===== src/rtl/optsens_pkg.sv =====
package optsens_pkg;

   localparam int unsigned BYTE_W = 8;
   localparam int unsigned REG_AW = 7;

   typedef enum logic [2:0] {
      OP_RDREG  = 3'd0,
      OP_WRREG  = 3'd1,
      OP_MOTION = 3'd2,
      OP_IDENT  = 3'd3,
      OP_SETRES = 3'd4,
      OP_RESYNC = 3'd5
   } seq_op_e;

   localparam logic [2:0] OP_LAST = 3'd5;

   typedef enum logic [1:0] {
      CAP_RD = 2'd0,
      CAP_DX = 2'd1,
      CAP_DY = 2'd2,
      CAP_ID = 2'd3
   } cap_kind_e;

   typedef enum logic [2:0] {
      S_IDLE,
      S_ISSUE,
      S_WAIT,
      S_HOLD,
      S_GAP,
      S_SYNC,
      S_DONE
   } seq_state_e;

endpackage


===== src/rtl/optsens_cycle_timer.sv =====
module optsens_cycle_timer #(
   parameter int unsigned CNT_W = 8
) (
   input  logic             clk,
   input  logic             rst_n,
   input  logic             load,
   input  logic [CNT_W-1:0] load_val,
   output logic             expired
);

   logic [CNT_W-1:0] cnt_q;

   always_ff @(posedge clk or negedge rst_n) begin
      if (!rst_n) begin
         cnt_q <= '0;
      end else if (load) begin
         cnt_q <= load_val;
      end else if (cnt_q != '0) begin
         cnt_q <= cnt_q - 1'b1;
      end
   end

   assign expired = (cnt_q == '0);

endmodule


===== src/rtl/optsens_frame_ctrl.sv =====
module optsens_frame_ctrl
   import optsens_pkg::*;
#(
   parameter logic [REG_AW-1:0] BURST_ADDR = 7'h63,
   parameter logic [REG_AW-1:0] PID_ADDR   = 7'h00,
   parameter logic [REG_AW-1:0] RID_ADDR   = 7'h01,
   parameter logic [REG_AW-1:0] PID2_ADDR  = 7'h3E,
   parameter logic [REG_AW-1:0] RES_ADDR   = 7'h19,
   parameter int unsigned       HOLD_CYC   = 200,
   parameter int unsigned       SYNC_CYC   = 200,
   parameter int unsigned       CNT_W      = 8
) (
   input  logic              clk,
   input  logic              rst_n,
   input  logic              cmd_valid,
   input  logic [2:0]        cmd_op,
   input  logic [REG_AW-1:0] cmd_addr,
   input  logic [BYTE_W-1:0] cmd_data,
   output logic              cmd_ready,
   output logic              done,
   output logic              cs_n,
   output logic              bm_req,
   output logic              bm_wr,
   output logic [BYTE_W-1:0] bm_wdata,
   input  logic              bm_ack,
   output logic              tmr_load,
   output logic [CNT_W-1:0]  tmr_val,
   input  logic              tmr_zero,
   output logic              cap_en,
   output cap_kind_e         cap_kind,
   output logic [1:0]        cap_idx,
   output logic              id_start
);

   localparam bit              HAS_HOLD = (HOLD_CYC > 0);
   localparam int unsigned     HOLD_M1  = HAS_HOLD ? HOLD_CYC - 1 : 0;
   localparam logic [CNT_W-1:0] HOLD_LD = CNT_W'(HOLD_M1);
   localparam logic [CNT_W-1:0] SYNC_LD = CNT_W'(SYNC_CYC - 1);
   localparam logic [1:0]      LAST_FRAME = 2'd2;

   seq_state_e        state_q, state_n;
   seq_op_e           op_q;
   logic [REG_AW-1:0] addr_q;
   logic [BYTE_W-1:0] data_q;
   logic [1:0]        byte_idx_q;
   logic [1:0]        frame_idx_q;

   logic              accept;
   logic              op_known;
   logic              is_wr_op;
   logic              hold_op;
   logic [1:0]        last_byte;
   logic [REG_AW-1:0] frame_addr;
   seq_state_e        frame_end;
   logic              byte_inc;
   logic              cs_active_n;

   assign op_known = (cmd_op <= OP_LAST);
   assign accept   = (state_q == S_IDLE) && cmd_valid && op_known;
   assign id_start = accept && (seq_op_e'(cmd_op) == OP_IDENT);

   assign is_wr_op  = (op_q == OP_WRREG) || (op_q == OP_SETRES);
   assign hold_op   = HAS_HOLD && ((op_q == OP_RDREG) || (op_q == OP_IDENT));
   assign last_byte = (op_q == OP_MOTION) ? 2'd2 : 2'd1;

   always_comb begin
      case (op_q)
         OP_MOTION: frame_addr = BURST_ADDR;
         OP_SETRES: frame_addr = RES_ADDR;
         OP_IDENT: begin
            case (frame_idx_q)
               2'd0:    frame_addr = PID_ADDR;
               2'd1:    frame_addr = RID_ADDR;
               default: frame_addr = PID2_ADDR;
            endcase
         end
         default:   frame_addr = addr_q;
      endcase
   end

   // first byte of a frame carries the direction in its top bit
   assign bm_req   = (state_q == S_ISSUE);
   assign bm_wr    = (byte_idx_q == 2'd0) || is_wr_op;
   assign bm_wdata = (byte_idx_q == 2'd0) ? {is_wr_op, frame_addr}
                   : (is_wr_op ? data_q : '0);

   assign frame_end = ((op_q == OP_IDENT) && (frame_idx_q != LAST_FRAME)) ? S_GAP : S_DONE;

   always_comb begin
      state_n  = state_q;
      tmr_load = 1'b0;
      tmr_val  = '0;
      byte_inc = 1'b0;
      case (state_q)
         S_IDLE: begin
            if (accept) begin
               if (seq_op_e'(cmd_op) == OP_RESYNC) begin
                  state_n  = S_SYNC;
                  tmr_load = 1'b1;
                  tmr_val  = SYNC_LD;
               end else begin
                  state_n = S_ISSUE;
               end
            end
         end
         S_ISSUE: state_n = S_WAIT;
         S_WAIT: begin
            if (bm_ack) begin
               if (byte_idx_q == last_byte) begin
                  if (hold_op) begin
                     state_n  = S_HOLD;
                     tmr_load = 1'b1;
                     tmr_val  = HOLD_LD;
                  end else begin
                     state_n = frame_end;
                  end
               end else begin
                  state_n  = S_ISSUE;
                  byte_inc = 1'b1;
               end
            end
         end
         S_HOLD:  if (tmr_zero) state_n = frame_end;
         S_GAP:   state_n = S_ISSUE;
         S_SYNC:  if (tmr_zero) state_n = S_DONE;
         S_DONE:  state_n = S_IDLE;
         default: state_n = S_IDLE;
      endcase
   end

   assign cs_active_n = !((state_n == S_ISSUE) || (state_n == S_WAIT) ||
                          (state_n == S_HOLD)  || (state_n == S_SYNC));

   always_ff @(posedge clk or negedge rst_n) begin
      if (!rst_n) begin
         state_q     <= S_IDLE;
         op_q        <= OP_RDREG;
         addr_q      <= '0;
         data_q      <= '0;
         byte_idx_q  <= '0;
         frame_idx_q <= '0;
         cs_n        <= 1'b1;
      end else begin
         state_q <= state_n;
         cs_n    <= cs_active_n;
         if (accept) begin
            op_q        <= seq_op_e'(cmd_op);
            addr_q      <= cmd_addr;
            data_q      <= cmd_data;
            byte_idx_q  <= '0;
            frame_idx_q <= '0;
         end else if (byte_inc) begin
            byte_idx_q <= byte_idx_q + 1'b1;
         end else if ((state_n == S_GAP) && (state_q != S_GAP)) begin
            byte_idx_q  <= '0;
            frame_idx_q <= frame_idx_q + 1'b1;
         end
      end
   end

   assign cap_en  = (state_q == S_WAIT) && bm_ack && !bm_wr;
   assign cap_idx = frame_idx_q;

   always_comb begin
      case (op_q)
         OP_MOTION: cap_kind = (byte_idx_q == 2'd1) ? CAP_DX : CAP_DY;
         OP_IDENT:  cap_kind = CAP_ID;
         default:   cap_kind = CAP_RD;
      endcase
   end

   assign cmd_ready = (state_q == S_IDLE);
   assign done      = (state_q == S_DONE);

endmodule


===== src/rtl/optsens_result_capture.sv =====
module optsens_result_capture
   import optsens_pkg::*;
#(
   parameter int unsigned       DELTA_W = 8,
   parameter logic [BYTE_W-1:0] ID_VAL0 = 8'h12,
   parameter logic [BYTE_W-1:0] ID_VAL1 = 8'h01,
   parameter logic [BYTE_W-1:0] ID_VAL2 = 8'h26
) (
   input  logic               clk,
   input  logic               rst_n,
   input  logic               cap_en,
   input  cap_kind_e          cap_kind,
   input  logic [1:0]         cap_idx,
   input  logic               id_start,
   input  logic [BYTE_W-1:0]  bm_rdata,
   output logic [BYTE_W-1:0]  rd_data,
   output logic [DELTA_W-1:0] dx,
   output logic [DELTA_W-1:0] dy,
   output logic               sig_ok
);

   localparam int unsigned EXT_W = DELTA_W - BYTE_W;

   logic [BYTE_W-1:0] rd_q, dx_q, dy_q;
   logic              id_acc_q, sig_q;
   logic [BYTE_W-1:0] id_expect;
   logic              id_match;

   always_comb begin
      case (cap_idx)
         2'd0:    id_expect = ID_VAL0;
         2'd1:    id_expect = ID_VAL1;
         default: id_expect = ID_VAL2;
      endcase
   end

   assign id_match = (bm_rdata == id_expect);

   always_ff @(posedge clk or negedge rst_n) begin
      if (!rst_n) begin
         rd_q     <= '0;
         dx_q     <= '0;
         dy_q     <= '0;
         id_acc_q <= 1'b0;
         sig_q    <= 1'b0;
      end else begin
         if (id_start) begin
            id_acc_q <= 1'b1;
         end
         if (cap_en) begin
            case (cap_kind)
               CAP_RD: rd_q <= bm_rdata;
               CAP_DX: dx_q <= bm_rdata;
               CAP_DY: dy_q <= bm_rdata;
               CAP_ID: begin
                  if (cap_idx == 2'd2) begin
                     sig_q <= id_acc_q && id_match;
                  end else begin
                     id_acc_q <= id_acc_q && id_match;
                  end
               end
               default: ;
            endcase
         end
      end
   end

   assign rd_data = rd_q;
   assign sig_ok  = sig_q;

   generate
      if (EXT_W == 0) begin : g_native
         assign dx = dx_q;
         assign dy = dy_q;
      end else begin : g_sext
         assign dx = {{EXT_W{dx_q[BYTE_W-1]}}, dx_q};
         assign dy = {{EXT_W{dy_q[BYTE_W-1]}}, dy_q};
      end
   endgenerate

endmodule


===== src/rtl/optsens_txn_seq.sv =====
module optsens_txn_seq
   import optsens_pkg::*;
#(
   parameter logic [REG_AW-1:0] BURST_ADDR = 7'h63,
   parameter logic [REG_AW-1:0] PID_ADDR   = 7'h00,
   parameter logic [REG_AW-1:0] RID_ADDR   = 7'h01,
   parameter logic [REG_AW-1:0] PID2_ADDR  = 7'h3E,
   parameter logic [REG_AW-1:0] RES_ADDR   = 7'h19,
   parameter logic [BYTE_W-1:0] ID_VAL0    = 8'h12,
   parameter logic [BYTE_W-1:0] ID_VAL1    = 8'h01,
   parameter logic [BYTE_W-1:0] ID_VAL2    = 8'h26,
   parameter int unsigned       HOLD_CYC   = 200,
   parameter int unsigned       SYNC_CYC   = 200,
   parameter int unsigned       DELTA_W    = 8
) (
   input  logic               clk,
   input  logic               rst_n,
   input  logic               cmd_valid,
   input  logic [2:0]         cmd_op,
   input  logic [6:0]         cmd_addr,
   input  logic [7:0]         cmd_data,
   output logic               cmd_ready,
   output logic               done,
   output logic [7:0]         rd_data,
   output logic [DELTA_W-1:0] dx,
   output logic [DELTA_W-1:0] dy,
   output logic               sig_ok,
   output logic               cs_n,
   output logic               bm_req,
   output logic               bm_wr,
   output logic [7:0]         bm_wdata,
   input  logic               bm_ack,
   input  logic [7:0]         bm_rdata
);

   localparam int unsigned TMAX  = (HOLD_CYC > SYNC_CYC) ? HOLD_CYC : SYNC_CYC;
   localparam int unsigned CNT_W = (TMAX < 2) ? 1 : $clog2(TMAX + 1);

   generate
      if (DELTA_W < BYTE_W) begin : g_bad_delta
         $error("DELTA_W must be at least one byte");
      end
      if (SYNC_CYC < 1) begin : g_bad_sync
         $error("SYNC_CYC must be at least 1");
      end
      if ((PID_ADDR == RID_ADDR) || (RID_ADDR == PID2_ADDR) || (PID_ADDR == PID2_ADDR)) begin : g_bad_id
         $error("identity register addresses must differ");
      end
   endgenerate

   logic             tmr_load;
   logic [CNT_W-1:0] tmr_val;
   logic             tmr_zero;
   logic             cap_en;
   cap_kind_e        cap_kind;
   logic [1:0]       cap_idx;
   logic             id_start;

   optsens_frame_ctrl #(
      .BURST_ADDR (BURST_ADDR),
      .PID_ADDR   (PID_ADDR),
      .RID_ADDR   (RID_ADDR),
      .PID2_ADDR  (PID2_ADDR),
      .RES_ADDR   (RES_ADDR),
      .HOLD_CYC   (HOLD_CYC),
      .SYNC_CYC   (SYNC_CYC),
      .CNT_W      (CNT_W)
   ) u_ctrl (
      .clk       (clk),
      .rst_n     (rst_n),
      .cmd_valid (cmd_valid),
      .cmd_op    (cmd_op),
      .cmd_addr  (cmd_addr),
      .cmd_data  (cmd_data),
      .cmd_ready (cmd_ready),
      .done      (done),
      .cs_n      (cs_n),
      .bm_req    (bm_req),
      .bm_wr     (bm_wr),
      .bm_wdata  (bm_wdata),
      .bm_ack    (bm_ack),
      .tmr_load  (tmr_load),
      .tmr_val   (tmr_val),
      .tmr_zero  (tmr_zero),
      .cap_en    (cap_en),
      .cap_kind  (cap_kind),
      .cap_idx   (cap_idx),
      .id_start  (id_start)
   );

   optsens_cycle_timer #(
      .CNT_W (CNT_W)
   ) u_timer (
      .clk      (clk),
      .rst_n    (rst_n),
      .load     (tmr_load),
      .load_val (tmr_val),
      .expired  (tmr_zero)
   );

   optsens_result_capture #(
      .DELTA_W (DELTA_W),
      .ID_VAL0 (ID_VAL0),
      .ID_VAL1 (ID_VAL1),
      .ID_VAL2 (ID_VAL2)
   ) u_cap (
      .clk      (clk),
      .rst_n    (rst_n),
      .cap_en   (cap_en),
      .cap_kind (cap_kind),
      .cap_idx  (cap_idx),
      .id_start (id_start),
      .bm_rdata (bm_rdata),
      .rd_data  (rd_data),
      .dx       (dx),
      .dy       (dy),
      .sig_ok   (sig_ok)
   );

endmodule


===== config.mk =====
export PLATFORM = sky130hd
export DESIGN_NAME = optsens_txn_seq
export DESIGN_NICKNAME = d
export VERILOG_FILES = /design/src/rtl/optsens_pkg.sv /design/src/rtl/optsens_cycle_timer.sv /design/src/rtl/optsens_frame_ctrl.sv /design/src/rtl/optsens_result_capture.sv /design/src/rtl/optsens_txn_seq.sv
export SDC_FILE = /design/constraint.sdc
export NUM_CORES = 1
export LEC_CHECK = 0
export ABC_AREA = 1
export BUFFER_PORTS_ARGS = -buffer_cell sky130_fd_sc_hd__clkbuf_2
export CORE_MARGIN = 3
export CORE_UTILIZATION = 59
export CTS_CLUSTER_SIZE = 25
export DETAILED_ROUTE_END_ITERATION = 10
export PLACE_DENSITY = 0.95
export SLEW_MARGIN = 40
export SYNTH_ARGS = -nofsm -noshare
export SYNTH_HDL_FRONTEND = slang
export SYNTH_HIERARCHICAL = 1
export SYNTH_SLANG_ARGS = --single-unit

===== constraint.sdc =====
create_clock -name clk -period 5.4 [get_ports clk]
set_clock_uncertainty 0.05 [all_clocks]
set_input_delay 0 -clock clk [delete_from_list [all_inputs] [get_ports clk]]
set_output_delay 0 -clock clk [all_outputs]
set_load 0.03 [all_outputs]

After elaboration in Yosys (flattened, before gate mapping). Cells that the tools add are included.

Add/sub/neg operators: 3. Magnitude comparators: 1. Equal/unequal tests: 28. Muxes and demuxes: 44. Reductions and logical operators: 31.

Operators with widths (number): $mux W8 (9); $pmux W6 S2 (2); $eq A3 B2 Y1 const B (7); $eq A3 B3 Y1 const B (7); $mux W3 (7); $pmux W7 S3 (1); $mux W2 (9); $pmux W3 S6 (1); $pmux W8 S2 (1); $mux W1 (12); $eq A3 B1 Y1 const B (3); $eq A8 B6 Y1 (1); $logic_and A1 B1 Y1 (8); $logic_not A8 Y1 (1); $reduce_and A2 Y1 (4); $reduce_bool A8 Y1 (1); $sub A8 B1 Y8 const B (1); $eq A2 B1 Y1 const B (3); $eq A2 B2 Y1 const B (3); $logic_not A2 Y1 (3); $logic_not A3 Y1 (2); $logic_or A1 B1 Y1 (6); $add A2 B1 Y2 const B (2); $pmux W2 S2 (1); 10 further kinds (12).

Register bits: 60. Output and inout port bits: 38.

Logic depth before layout (Yosys ltp). Gate-level depths: netlist (run 1).

Depth after elaboration: 12. Gate-level depth with buffers: 13. Mapped depth without buffers: 13.

Hierarchy. Netlist (run 1), hierarchy kept.

Modules (own cells, without submodules): optsens_frame_ctrl (instances 1, cells each 236, area each 1662.8 um^2); optsens_result_capture (instances 1, cells each 117, area each 1096.1 um^2); optsens_cycle_timer (instances 1, cells each 71, area each 513.0 um^2).

Worst setup path before layout (run 1). Ideal clock, no wire load.

Path type: register to register. Start: reg u_ctrl.byte_idx_q[0]. End: reg u_cap.rd_q[5], in the netlist u_cap/rd_data[5]. Setup time: 123 ps. Data arrival time: 2039 ps. Required time: 5227 ps. Setup slack: 3188 ps. Stages on the path, launching flop included: 10. Clock period less this slack: 2212 ps. Cell sequence: dfrtp_1 -> inv_1 -> ha_1 -> inv_1 -> nand2_1 -> nor3_1 -> nand2_1 -> buf_6 -> nand2_1 -> o21ai_1.

Cells in the longest elaborated chain, start to end: 5. Elaborated cells on any way between the ends: 9. Classes of those cells: 1 x eq/ne; 2 x mux; 6 x reduce/logical.

Ends and longest elaborated chain: start: declaration (line optsens_frame_ctrl.sv:45) `logic [1:0] byte_idx_q;`; start signal: assignment (line optsens_frame_ctrl.sv:153) `byte_idx_q <= byte_idx_q + 1'b1;`; $logic_not A2 Y1 (line optsens_frame_ctrl.sv:83) `assign bm_wr = (byte_idx_q == 2'd0) || is_wr_op;`; $logic_or A1 B1 Y1 (line optsens_frame_ctrl.sv:83); via bm_wr (line optsens_txn_seq.sv:30) `output logic bm_wr,`; $logic_not A1 Y1 (line optsens_frame_ctrl.sv:161) `assign cap_en = (state_q == S_WAIT) && bm_ack && !bm_wr;`; $logic_and A1 B1 Y1 (line optsens_frame_ctrl.sv:161); via cap_en (line optsens_txn_seq.sv:54) `logic cap_en;`; $reduce_and A2 Y1 (no source line); end signal: assignment (line optsens_result_capture.sv:52) `CAP_RD: rd_q <= bm_rdata;`; end: declaration (line optsens_result_capture.sv:24) `logic [BYTE_W-1:0] rd_q, dx_q, dy_q;`.

The timed path passes the listed nets, and every way through them passes these cells. A chain may end at the register's enable or synchronous reset.

Worst setup path after layout (run 1).
Start: reg u_ctrl.byte_idx_q[0]. End: reg u_cap.rd_q[7], in the netlist u_cap/rd_data[7].

Cells in the longest elaborated chain, start to end: 5. Elaborated cells on any way between the ends: 9. Classes of those cells: 1 x eq/ne; 2 x mux; 6 x reduce/logical.

Ends and longest elaborated chain (line): $logic_not A2 Y1 (optsens_frame_ctrl.sv:83); $logic_or A1 B1 Y1 (optsens_frame_ctrl.sv:83); $logic_not A1 Y1 (optsens_frame_ctrl.sv:161); $logic_and A1 B1 Y1 (optsens_frame_ctrl.sv:161); via cap_en (optsens_txn_seq.sv:54); $reduce_and A2 Y1 (no source line).

The timed path passes the listed nets, and every way through them passes these cells.

==> flow_summary.yaml, run 1 <==
logic_synthesis:
  syn-cell-area_mm2: 0.00327
  synth_common_cells: "nand2_1, dfrtp_1, inv_1"
  yosysMostFrequentCell: "nand2_1"
  synth_top_area_cell: "dfrtp_1"
  synthArstFlopShare_pct: 100
  synth.distinct_cells: 33
  ys_ff_latch: 60
  synth_cells: 424
  avgSynthCellArea_um2: 7.72
  ys_seq_area_share_pct: 45.9
  synth_ff_type: "dfrtp_1"
  synth_top_cell_area_share_pct: 45.1
  synth_edf_count: 0
  synth_warnings: 6
  synth_area_leaders: "dfrtp_1, nand2_1, inv_1"
sta:
  rsz0062_at_grt: "no"
  fmax_mhz: 385
  hold_viol: 0
  finalCritPeriodShare_pct: 48.1
  tightest_slew_ps: 709
  finalMaxSlewViolations: 0
  slew_headroom_pct: 52.7
  finalCriticalPeriod_ps: 2600
  whs_ps: 159
  final-setup-viol-count: 0
  setup_tns_ps: 0
worst_setup_path:
  crit_buf_inv: 2
  criticalPathCategory: "flop to flop"
  slowest_stage: "nor3_1"
  crit_path_frequent_cell: "nand2_1"
  path_max_fanout: 16
  critPathRequiredTime_ps: 5560
  endpoint_kind: "flop"
  start_kind: "flop"
  critical-path-max-stage-delay_ps: 520
  crit_arrival_ps: 2760
  cpLargestDelayFamily: "simple AND/OR/NAND/NOR gates"
  path_cells: "inv_1, ha_1, inv_1, nand2_1, nor3_1, nand2_1, nand2_1, o21ai_1"
die:
  die_x_um: 80.5
  start_util_pct: 62.5
  coreArea_mm2: 0.00524
  die_y_um: 80.5
  placementRows: 26
  io_pins: 68
  die-area_mm2: 0.00648
cts:
  cts_buffer_depth: 2
  path_clk_slew_ps: 80
  h-tree-depth: 3
  clock-sinks: 60
  cts_tree: "yes"
  cts_inserted_buffers: 9
  clock_latency_ps: 330
  cts_resized: 0
  root_buffer: "clkbuf_8"
grt:
  grtUsageTotal_pct: 29.7
  grt_pass1_wl_um: 14500
  grt_pass1_vias: 3151
  antenna_found_initial: 0
  grt_max_degree: 61
  gr-total-overflow: 0
power:
  p_leak_uw: 0.00218
  internal-power_uw: 1150
  seqPwrFrac_pct: 32.7
  p_switching_uw: 1180
  irDropWorstVdd_mv: 0.504
  p_sw_share_pct: 50.7
  power_per_cell_area_mw_per_mm2: 574
  pwr-share-comb_pct: 52.0
  pwr-share-clk_pct: 15.3
placed_design:
  dpl-instance-area_mm2: 0.00361
  io_buffers: 67
  hpwl_um: 5580
  place_congestion: 0.903
layout:
  final_area_mm2: 0.00407
  fin_nets: 554
  area_delta_synth_final_pct: 24.2
  nFillCells: 310
  n_antenna_cell: 0
  drive_above_1_share_pct: 24.5
flow_run:
  maxCapViolCount: 0
routing:
  remaining_drc_errors: 0
  via_per_inst: 5.55
  drt_pass1_iterations: 5
  ant_nets: 0
  wl_um: 8800
  drt_iter0_markers: 310
  wl_per_cell_um: 14.8
  route.vias.total: 3289
outcome:
  outcome: "complete, no violations"
hold_path:
  hp-class: "primary input to flop"
-- power by group through the flow --
stage               clock [uW]  combinational (uW)  sequential, uW
global route               382                1340             780
floorplan                    0                 759             846
detailed placement           0                1150             756
CTS                        359                1180             750
finish                     356                1210             764
global placement             0                1100             748
-- per-stage QoR --
stage	utilization, %	instances	worst slack, ps	total power, uW
after CTS	77.6	593	2920	2290
after floorplan	-	426	3190	1600
final	77.6	593	2800	2330
after global placement	68.8	549	3100	1850
after global routing	77.6	593	2540	2500
after detailed placement	68.9	549	2960	1910
-- layout make-up --
| cell class | count | area, um2 | area share, % |
|---|---|---|---|
| clock buffers | 9 | 124 | 3.05 |
| clock inverters | 7 | 52.6 | 1.29 |
| inverters | 53 | 199 | 4.89 |
| multi-input cells | 297 | 1470 | 36.1 |
| flip-flops and latches | 60 | 1500 | 37.0 |
| well taps | 70 | 87.6 | 2.15 |
| repair buffers | 97 | 631 | 15.5 |
-- routing by layer --
| metal | GRT usage [%] | up-vias | part of all wire, % |
|---|---|---|---|
| met2 | 49.0 | 191 | 49 |
| met5 | 0 | - | 0 |
| met1 | 35.5 | 1534 | 39 |
| met4 | 16.6 | 0 | 4.6 |
| met3 | 7.06 | 44 | 7.6 |
| li1 | - | 1520 | - |
-- what timing repair did --
item,4_1_cts,5_1_grt
hold buffers,28,0
setup endpoints to repair,0,0
buffers inserted,0,0
endpoints found under the hold margin,102,0
-- registers in the layout (all words and copies together), names as in the netlist, 2 cells and up --
register / count
u_cap/dy: 8
u_ctrl/op_q: 3
u_ctrl/state_q: 3
u_cap/dx: 8
u_ctrl/data_q: 8
u_timer/cnt_q: 8
u_ctrl/byte_idx_q: 2
u_ctrl/cap_idx: 2
u_cap/rd_data: 8
u_ctrl/addr_q: 7
-- cell usage in the layout (no fill, tap or decap), types with 12 or more instances in the layout --
cell	n
clkbuf_2	67
dfrtp_1	59
dlygate4sd3_1	28
inv_1	46
nand2_1	127
nand3_1	28
nor2_1	32
o21ai_0	22
o21ai_1	19
o21ai_2	12
-- worst paths after layout --
path	endpoint	slack, ps	from	depth (start not counted)
worst max-delay path	u_cap/rd_data[7]	2800	u_ctrl/byte_idx_q[0]	8
worst min-delay path	u_ctrl/data_q[7]	160	cmd_valid	5
worst max register to register	u_cap/rd_data[7]	2800	u_ctrl/byte_idx_q[0]	8
worst min register to register	u_cap/dy[4]	440	u_cap/dy[4]	2
max in group asynchronous	u_cap/dy[1]	4540	rst_n	3
min in group asynchronous	u_ctrl/data_q[7]	290	rst_n	3
-- tightest hold or removal path: cells and delay by family --
kind	cells	cell delay, ps
and+or+nand+nor	4	430
buffers and inverters	1	80
-- logic make-up (layout without fill, tap and decap cells) --
group / Yosys count / count (layout) / synth area share (%)
buf+inv: 69 / 166 / 9.56
compound gates: 66 / 66 / 11.8
xor+xnor: 2 / 2 / 0.535
fa+ha+maj: 6 / 6 / 2.29
other cells: 1 / 3 / 0.115
simple gates: 220 / 220 / 29.8
flops: 60 / 60 / 45.9
Note: power is estimated with default switching activity, not from simulation.
==> inputs of run 2 (changes only) <==
Settings changed: CORE_UTILIZATION 59 to 55, PLACE_DENSITY 0.95 to 0.91.
Clock period 5.4 ns to 2.5 ns, I/O delays scaled along.
==> run 2 against run 1 <==
Hold slack got worse by 31 ps. Routed wire length fell by 2.6%. Flip-flop and latch count unchanged. Sequential share of layout area down 0.47 points. Register-to-register slack worse by 2500 ps. Final area increased by 1.3%. Utilization is 4.6 points lower. Die area is 6.7% higher. Count of clock-buffer cells in the layout grew 3. Non-clock buffer count rose by 2. Critical endpoint is now u_cap/dx[7]. Largest power group unchanged.
==> flow_summary.yaml, run 2 (same netlist as run 1, synthesis figures left out) <==
power:
  irDropWorstVdd_mv: 1.18
  p_leak_uw: 0.00220
  power_per_cell_area_mw_per_mm2: 1250
placed_design:
  dpl-instance-area_mm2: 0.00362
  hpwl_um: 5590
  place_congestion: 0.937
  io_buffers: 67
  place_inst: 553
  place_ws_ps: 330
layout:
  fin_nets: 556
  nFillCells: 402
  area_delta_synth_final_pct: 25.9
  n_antenna_cell: 0
  final_common_cell: "nand2_1"
  drive_above_1_share_pct: 24.8
  layout_common_cells: "nand2_1, clkbuf_2, dfrtp_1"
  final_area_mm2: 0.00412
  multi_input_area_mm2: 0.00147
  final_cells: 596
  regArea_mm2: 0.00150
die:
  die_y_um: 83.1
  start_util_pct: 58.0
  die-area_mm2: 0.00691
  io_pins: 68
  coreArea_mm2: 0.00564
  die_x_um: 83.1
  placementRows: 27
grt:
  antenna_found_initial: 0
  grt_pass1_vias: 3153
  gr-total-overflow: 0
  grt_max_degree: 61
  grtUsageTotal_pct: 25.9
  grt_pass1_wl_um: 14500
worst_setup_path:
  crit_end: "u_cap/dx[7]"
  startpoint: "u_ctrl/byte_idx_q[0]"
  slowest_stage: "dfrtp_1"
  start_kind: "flop"
  crit_arrival_ps: 2380
  path_cells: "inv_1, ha_1, inv_1, nand2_1, nor3_1, buf_4, nand3_2, nand2_1, o21ai_1"
  critPathRequiredTime_ps: 2680
  rr_startpoint: "u_ctrl/byte_idx_q[0]"
  reg2reg_to: "u_cap/dx[7]"
  critical-path-max-stage-delay_ps: 400
  reg2regPathDepth: 9
  rrSetupSlack_ps: 290
  criticalPathCategory: "flop to flop"
  path_max_fanout: 16
  endpoint_kind: "flop"
sta:
  fmax_mhz: 453
  slew_headroom_pct: 64.7
  final-setup-viol-count: 0
  hold_viol: 0
  rsz0062_at_grt: "no"
  tightest_slew_ps: 530
  finalMaxSlewViolations: 0
  finalCritPeriodShare_pct: 88.2
  finalCriticalPeriod_ps: 2210
  setup_slack_ps: 294
  setup_tns_ps: 0
routing:
  drt_pass1_iterations: 5
  route.vias.total: 3171
  wl_per_cell_um: 14.4
  remaining_drc_errors: 0
  ant_nets: 0
  via_per_inst: 5.32
  wl_um: 8570
  drt_iter0_markers: 270
cts:
  root_buffer: "clkbuf_8"
  clock-sinks: 60
  path_clk_slew_ps: 70
  cts_inserted_buffers: 9
  cts_tree: "yes"
  h-tree-depth: 3
  cts_buffer_depth: 2
  clock_latency_ps: 350
flow_run:
  maxCapViolCount: 0
hold_path:
  hp-class: "primary input to flop"
outcome:
  outcome: "complete, no violations"
run 2: area by class of cell:
class / count / area share (%)
Clock buffer: 12 / 4.01
Clock inverter: 3 / 1.09
Inverter: 53 / 4.83
Multi-Input combinational cell: 297 / 35.6
Sequential cell: 60 / 36.5
Tap cell: 72 / 2.19
Timing Repair Buffer: 99 / 15.8
run 2: timing repair:
action / CTS / global route
setup buffers: 0 / 0
hold endpoints to repair: 102 / 0
setup endpoints to repair: 0 / 1
resized for setup: 0 / 1
hold buffers: 28 / 0
run 2: worst min path at each step:
stage / startpoint / endpoint / cells after the start
floorplan: rst_n / u_cap/dx[0] / 0
global placement: rst_n / u_cap/rd_data[1] / 2
detailed placement: rst_n / u_cap/dx[0] / 2
CTS: cmd_valid / u_ctrl/state_q[0] / 5
global route: cmd_valid / u_ctrl/state_q[0] / 5
finish: cmd_valid / u_ctrl/state_q[0] / 5
run 2: layer usage:
layer	part of all wire (%)	vias to the layer above	GRT usage, %
li1	-	1527	-
met1	38	1495	29.3
met2	53	119	45.4
met3	6.1	30	7.24
met4	2.6	0	11.3
met5	0	-	0
run 2: worst max-delay path: cells and delay by family (launching register included):
| kind | cells | cell delay (ps) |
|---|---|---|
| adder cells (fa/ha/maj) | 1 | 280 |
| flip-flops | 1 | 400 |
| buffers and inverters | 3 | 460 |
| AND/OR/NAND/NOR | 4 | 800 |
| AO/OA/AOI/OAI | 1 | 80 |
run 2: stage by stage:
| step | hold WS, ps | utilization (%) | power [uW] |
|---|---|---|---|
| after global routing | 170 | 73.0 | 5510 |
| final | 128 | 73.0 | 5150 |
| after floorplan | -346 | - | 3470 |
| after CTS | 121 | 72.9 | 5090 |
| after global placement | 142 | 64.2 | 4010 |
| after detailed placement | 143 | 64.2 | 4120 |
run 2: power breakdown:
part	internal [uW]	total [uW]	leakage, uW	switching (uW)
clock	536	929	0.000101	393
sequential	1350	1630	0.000774	278
combinational	779	2590	0.00132	1810
total	2670	5150	0.00220	2480
